**config.mk**
```make
export PLATFORM = sky130hd
export DESIGN_NAME = pci_addr_seq
export DESIGN_NICKNAME = d
export VERILOG_FILES = /design/src/rtl/pci_addr_seq.sv
export SDC_FILE = /design/constraint.sdc
export NUM_CORES = 1
export LEC_CHECK = 0
export ABC_CLOCK_PERIOD_IN_PS = 2600
export BUFFER_PORTS_ARGS = -buffer_cell sky130_fd_sc_hd__clkbuf_2
export CORE_MARGIN = 2
export CORE_UTILIZATION = 46
export DETAILED_ROUTE_END_ITERATION = 8
export GPL_ROUTABILITY_DRIVEN = 0
export GPL_TIMING_DRIVEN = 1
export PLACE_DENSITY = 0.74
export REMOVE_ABC_BUFFERS = 1
export SLEW_MARGIN = 20
export SYNTH_ARGS = -nofsm -noshare
export SYNTH_HDL_FRONTEND = slang
export SYNTH_SLANG_ARGS = --single-unit
```
**constraint.sdc**
```tcl
create_clock -name clk -period 2.6 [get_ports clk]
set_clock_uncertainty 0.15 [all_clocks]
set_input_delay 0.39 -clock clk [delete_from_list [all_inputs] [get_ports clk]]
set_output_delay 0.39 -clock clk [all_outputs]
set_load 0.005 [all_outputs]
```
**src/rtl/pci_addr_seq.sv**
```systemverilog
module pci_addr_seq #(
  parameter logic [31:0] MEM_LO      = 32'hC000_0000,
  parameter logic [31:0] MEM_HI      = 32'hFFE0_0000,
  parameter logic [31:0] IO_LO       = 32'h8100_0000,
  parameter logic [31:0] IO_HI       = 32'hBF80_0000,
  parameter int          DEVSEL_CLKS = 5
) (
  input  logic        clk,
  input  logic        rst_n,
  input  logic        start,
  input  logic [31:0] cpu_addr,
  input  logic [2:0]  cpu_size,
  input  logic        cpu_write,
  input  logic        cfg_req,
  input  logic        cfg_type1,
  input  logic        gnt_n,
  input  logic        devsel_n,
  output logic        req_n,
  output logic        ad_oe,
  output logic [31:0] ad_out,
  output logic [3:0]  cbe_n,
  output logic        frame_n,
  output logic        irdy_n,
  output logic        done,
  output logic        mabort,
  output logic        reject
);

  localparam int CW = $clog2(DEVSEL_CLKS + 1);

  typedef enum logic [3:0] {
    S_IDLE, S_REQ, S_PRE, S_ADDR, S_DATA, S_FIN, S_ABT, S_OK, S_MA
  } st_t;

  st_t         st;
  logic [31:0] ad_q;
  logic [3:0]  cmd_q;
  logic [3:0]  be_q;
  logic        cfg_q;
  logic        rej_q;
  logic [CW-1:0] cnt;

  logic        in_mem, in_io, size_ok, take;
  logic [3:0]  lane_mask, be_d, cmd_d;

  assign in_mem  = (cpu_addr >= MEM_LO) && (cpu_addr < MEM_HI);
  assign in_io   = (cpu_addr >= IO_LO) && (cpu_addr < IO_HI);
  assign size_ok = (cpu_size != 3'd0) && (cpu_size <= 3'd4) &&
                   (({2'b00, cpu_addr[1:0]} + {1'b0, cpu_size}) <= 4'd4);
  assign take    = size_ok && (cfg_req || in_mem || in_io);

  always_comb begin
    case (cpu_size)
      3'd1:    lane_mask = 4'b0001;
      3'd2:    lane_mask = 4'b0011;
      3'd3:    lane_mask = 4'b0111;
      default: lane_mask = 4'b1111;
    endcase
  end

  assign be_d  = lane_mask << cpu_addr[1:0];
  assign cmd_d = cfg_req ? {3'b101, cpu_write} :
                 in_mem  ? {3'b011, cpu_write} : {3'b001, cpu_write};

  always_ff @(posedge clk or negedge rst_n) begin
    if (!rst_n) begin
      st    <= S_IDLE;
      ad_q  <= '0;
      cmd_q <= '0;
      be_q  <= '0;
      cfg_q <= 1'b0;
      rej_q <= 1'b0;
      cnt   <= '0;
    end else begin
      rej_q <= (st == S_IDLE) && start && !take;
      case (st)
        S_IDLE: if (start && take) begin
          st    <= S_REQ;
          cfg_q <= cfg_req;
          cmd_q <= cmd_d;
          be_q  <= be_d;
          ad_q  <= cfg_req ? {cpu_addr[31:2], 1'b0, cfg_type1} : cpu_addr;
        end
        S_REQ:  if (!gnt_n) st <= cfg_q ? S_PRE : S_ADDR;
        S_PRE:  st <= S_ADDR;
        S_ADDR: begin
          st  <= S_DATA;
          cnt <= CW'(1);
        end
        S_DATA: begin
          if (!devsel_n)                  st <= S_FIN;
          else if (cnt == CW'(DEVSEL_CLKS)) st <= S_ABT;
          else                            cnt <= cnt + CW'(1);
        end
        S_FIN:  st <= S_OK;
        S_ABT:  st <= S_MA;
        default: st <= S_IDLE;
      endcase
    end
  end

  logic addr_ph, irdy_ph;
  assign addr_ph = (st == S_PRE) || (st == S_ADDR);
  assign irdy_ph = (st == S_DATA) || (st == S_FIN) || (st == S_ABT);

  assign req_n   = (st != S_REQ);
  assign ad_oe   = addr_ph;
  assign ad_out  = addr_ph ? ad_q : 32'h0;
  assign cbe_n   = addr_ph ? cmd_q : (irdy_ph ? ~be_q : 4'hF);
  assign frame_n = !((st == S_ADDR) || (st == S_DATA));
  assign irdy_n  = !irdy_ph;
  assign done    = (st == S_OK);
  assign mabort  = (st == S_MA);
  assign reject  = rej_q;

endmodule


```
; After elaboration in Yosys (flattened, before gate mapping)
; Cells that the tools add are included.
[classes]
addsub = 2
n_lt_le_gt_ge = 6
n_eq_ne = 18
n_shift = 1
mux = 16
bitwise_logic = 1
n_reduce_logical = 23
[op_table]
columns = operator, count
row1 = $ge 32x32->1 const B, 2
row2 = $lt 32x32->1 const B, 2
row3 = $mux 32, 1
row4 = $mux 4, 7
row5 = $pmux 4 s7, 1
row6 = $eq 4x3->1 const B, 4
row7 = $pmux 4 s3, 1
row8 = $mux 3, 3
row9 = $eq 4x2->1 const B, 2
row10 = $logic_and 1x1->1, 8
row11 = $eq 3x2->1 const B, 2
row12 = $logic_or 1x1->1, 6
row13 = $ne 2x2->1 const B, 3
row14 = $pmux 3 s2, 1
row15 = $reduce_and 3->1, 2
row16 = $add 2x3->4, 1
row17 = $eq 4x1->1 const B, 1
row18 = $eq 4x4->1 const B, 1
row19 = $le 4x3->1 const B, 1
row20 = $logic_not 4->1, 1
row21 = $ne 4x1->1 const B, 1
row22 = $not 4->4, 1
row23 = $shl 4x2->4, 1
row24 = $add 3x1->3 const B, 1
row25 = other kinds (11), 13
[totals]
ff_bits = 49
in_bits = 43
output_inout_bits = 43

; Longest topological paths before layout
[depth]
depth_word = 8
mapped_depth = 8
mapped_depth_nobuf = 7

; Worst setup path after synthesis
; No wires, ideal clock.
[synth_timing]
kind = in2reg
start = in cpu_addr[0]
end = reg ad_q[0]
arrival_time_ns = 1.952
setup_slack_ns = 0.373
cell_stages = 8
path_cell_list = ha_1 -> inv_1 -> fa_1 -> nand2b_1 -> a21oi_2 -> nand4_2 -> buf_6 -> mux2_4
[synth_between]
elab_chain_len = 7
[synth_lines]
columns = item, line
row1 = "start, declared", 11  ; input logic [31:0] cpu_addr,
row2 = $ge 32x32->1 / $lt 32x32->1 (equally long branches), 46  ; assign in_mem = (cpu_addr >= MEM_LO) && (cpu_addr < MEM_HI);
row3 = $logic_and 1x1->1, 46
row4 = $logic_or 1x1->1 (2 in a row), 50  ; assign take = size_ok && (cfg_req || in_mem || in_io);
row5 = $logic_and 1x1->1, 50
row6 = $logic_and 1x1->1, 77  ; S_IDLE: if (start && take) begin
row7 = $reduce_and 2->1 (no source line), --
row8 = "end signal, assigned", 82  ; ad_q <= cfg_req ? {cpu_addr[31:2], 1'b0, cfg_type1} : cpu_addr;
row9 = "end, declared", 36  ; logic [31:0] ad_q;
; Parallel ways exist; a longest one is shown, timed or not.
; A chain may end at the register's enable or synchronous reset.

; Worst setup path in the final report
[layout_timing]
start = reg st[2]
end = out cbe_n[3]
[layout_between]
elab_chain_len = 5
[layout_lines]
columns = item, line
row1 = "start, declared", 35  ; st_t st;
row2 = "start signal, assigned", 84  ; S_REQ: if (!gnt_n) st <= cfg_q ? S_PRE : S_ADDR;
row3 = $eq 4x3->1, 104  ; assign irdy_ph = (st == S_DATA) || (st == S_FIN) || (st == S_ABT);
row4 = $logic_or 1x1->1 (2 in a row), 104
row5 = $mux 4, 109  ; assign cbe_n = addr_ph ? cmd_q : (irdy_ph ? ~be_q : 4'hF);
row6 = $mux 4 (*), 109
row7 = "end, declared", 21  ; output logic [3:0] cbe_n,
; Every way passes the cells marked *; elsewhere a longest branch is shown, timed or not.

==> impl_metrics.py <==
metrics = {
    "global_route": {
        "grt_pass1_vias": 1885,
        "grt_max_degree": 31,
        "grt_pass1_wl_microns": 9110,
        "grt.total_usage_pct": 18.5,
        "grt_overflow": 0,
        "antenna_found_initial": 0,
    },
    "final_layout": {
        "multi_input_area_sq_um": 1330,
        "layout.cells.non_filler": 387,
        "drive_gt1_share_pct": 47.3,
        "seq_area_sq_um": 1200,
        "synthToLayoutAreaGrowth_pct": 25.4,
        "antenna_cells": 0,
        "final_cell_mix": "clkbuf_2, dfrtp_1, mux2_4, and3_1, nor2_1",
        "nNetsFinal": 362,
        "fill_cells": 462,
        "final_common_cell": "clkbuf_2",
        "stdcell_area_sq_um": 3300,
    },
    "synth": {
        "syn_inst": 226,
        "synth_top_area_share_pct": 45.6,
        "avgSynthCellArea_sq_um": 11.7,
        "synth-edff-count": 0,
        "ys_seq_area_share_pct": 45.6,
        "ys_seq_elements": 48,
        "synth_area_leaders": "dfrtp_1, mux2_4, and3_1",
        "async_flop_share_pct": 100,
        "yosys_warnings": 0,
        "ys_types": 34,
        "synth-main-ff-cell": "dfrtp_1",
        "syn-cell-area_sq_um": 2640,
        "synth_top_area_cell": "dfrtp_1",
    },
    "route": {
        "wire_per_inst_microns": 14.5,
        "drc": 0,
        "dr.pass1.iters": 4,
        "drt-total-wl_microns": 5600,
        "postRouteAntennaNets": 0,
        "vias_per_cell": 5.18,
        "drt_iter0_markers": 117,
        "routed-via-count": 2006,
    },
    "clocking": {
        "clockBufferDepth": 2,
        "postCtsSetupBuffers": 0,
        "cts_tree": "done",
        "clk-insertion-delay-late_ns": 0.30,
        "cts_root_buf": "clkbuf_8",
        "htree_levels": 2,
        "cts_hold_buf": 1,
        "clock_sinks": 48,
        "post_cts_resized": 0,
        "cts_buffers": 5,
        "cts.clk_slew.worst_paths_ns": 0.10,
    },
    "status": {
        "status": "finished clean",
    },
    "place": {
        "placed_area_sq_um": 3170,
        "hpwl_microns": 4170,
        "port_buffers": 85,
        "placedCellCount": 378,
    },
    "timing": {
        "period_share_pct": 88.2,
        "slew_headroom_pct": 52.1,
        "tightestPinTransition_ns": 0.718,
        "tns_ns": 0,
        "timing.fmax_ghz": 0.436,
        "slew_viol_final": 0,
        "rsz0062_at_grt": "false",
        "holdWs_ns": 0.158,
        "finalCriticalPeriod_ns": 2.29,
        "setup_viol": 0,
        "hold_viol": 0,
    },
    "critical_path": {
        "cp.required_ns": 2.06,
        "crit_slowest_cell": "dfrtp_1",
        "start_kind": "flip-flop",
        "cp.arrival_ns": 1.75,
        "crit_start": "st[2]$_DFFE_PN0P_",
        "crit_type": "flip-flop to primary output",
        "path_max_fanout": 13,
        "crit_chain": "nor2_2 > nand2_1 > nor2_1 > a21oi_1 > clkbuf_2",
        "critPathMaxStageDelay_ns": 0.52,
        "endpoint_kind": "primary output",
        "r2r-start": "st[1]$_DFFE_PN0P_",
    },
    "power": {
        "ir_drop_uv": 370,
        "leakagePower_nw": 1.85,
        "p_per_area_nw_per_um2": 1020,
        "total_power_mw": 3.35,
    },
    "floorplanning": {
        "die_w_microns": 79.7,
        "coreArea_sq_um": 5510,
        "io_pins": 86,
        "row_count": 27,
        "start_util_pct": 47.9,
        "die_area_sq_um": 6350,
        "die_h_microns": 79.7,
    },
    "worst_hold_path": {
        "hold_start": "cpu_addr[7]",
        "hold_path_class": "input port to flip-flop",
    },
    "flow_run": {
        "maxCapViolCount": 0,
    },
}
==> final timing paths <==
path / end / cells after the start / slack, ns
min: ad_q[7]$_DFFE_PN0P_ / 2 / 0.16
min in group asynchronous: ad_q[29]$_DFFE_PN0P_ / 2 / 0.51
min reg2reg: cmd_q[1]$_DFFE_PN0P_ / 1 / 0.33
max: cbe_n[3] / 5 / 0.31
max in group asynchronous: cmd_q[2]$_DFFE_PN0P_ / 3 / 1.16
max reg2reg: ad_q[4]$_DFFE_PN0P_ / 5 / 0.63
==> synth_stat cells (4+ instances only) <==
| cell type | number |
|---|---|
| a21oi_1 | 10 |
| and3_1 | 33 |
| buf_6 | 4 |
| clkbuf_1 | 10 |
| dfrtp_1 | 48 |
| ha_1 | 4 |
| inv_1 | 8 |
| mux2_4 | 39 |
| nand2_1 | 9 |
| nand2b_1 | 5 |
| nand3_1 | 4 |
| nor2_1 | 13 |
| nor3_1 | 7 |
| o21ai_0 | 7 |
==> cells by family (layout without fill, tap and decap cells) <==
kind of cell	count (synthesis)	in the layout	share of synthesized area (%)
AND/OR/NAND/NOR	84	84	18.3
flip-flops	48	48	45.6
AO/OA/AOI/OAI	24	24	5.46
buffers and inverters	22	111	4.27
XOR/XNOR	2	2	0.665
multiplexers	41	41	23.0
adder cells (fa/ha/maj)	5	5	2.66
==> state kept, by name (all words and copies together), names as in the netlist <==
name    count
ad_q       32
be_q        4
cmd_q       4
cnt         3
reject      1
st          4
==> critical path, delay by kind of cell (launching register included) <==
| kind | cells | cell delay, ns |
|---|---|---|
| simple gates | 3 | 0.75 |
| compound gates | 1 | 0.06 |
| buf+inv | 1 | 0.13 |
| flops | 1 | 0.52 |
==> per-layer routing <==
layer | vias up | track usage, % | wire length, microns
met3 | 8 | 3.39 | 283
met4 | 0 | 5.69 | 68
met1 | 967 | 27.0 | 2610
li1 | 979 | - | -
met2 | 52 | 28.2 | 2640
met5 | - | 0 | 0
==> metrics by stage <==
step / utilization, % / worst slack (ns)
CTS: 60.0 / 0.303
detailed placement: 57.6 / 0.137
floorplan: - / -0.722
global placement: 57.6 / 0.188
global route: 60.0 / 0.117
finish: 60.0 / 0.306
==> layout make-up <==
| class | count | share of cell area [%] |
|---|---|---|
| inverters | 8 | 0.909 |
| well taps | 72 | 2.73 |
| multi-input cells | 156 | 40.3 |
| flip-flops and latches | 48 | 36.4 |
| repair buffers | 95 | 16.0 |
| clock inverters | 2 | 1.17 |
| clock buffers | 6 | 2.50 |
==> power by group <==
group / leakage, nW / switching (mW) / internal (mW) / total [mW]
Sequential: 0.598 / 0.257 / 1.08 / 1.34
Clock: 0.0614 / 0.253 / 0.315 / 0.568
Combinational: 1.19 / 0.597 / 0.849 / 1.45
Total: 1.85 / 1.11 / 2.25 / 3.35
(Power assumes the default switching activity.)
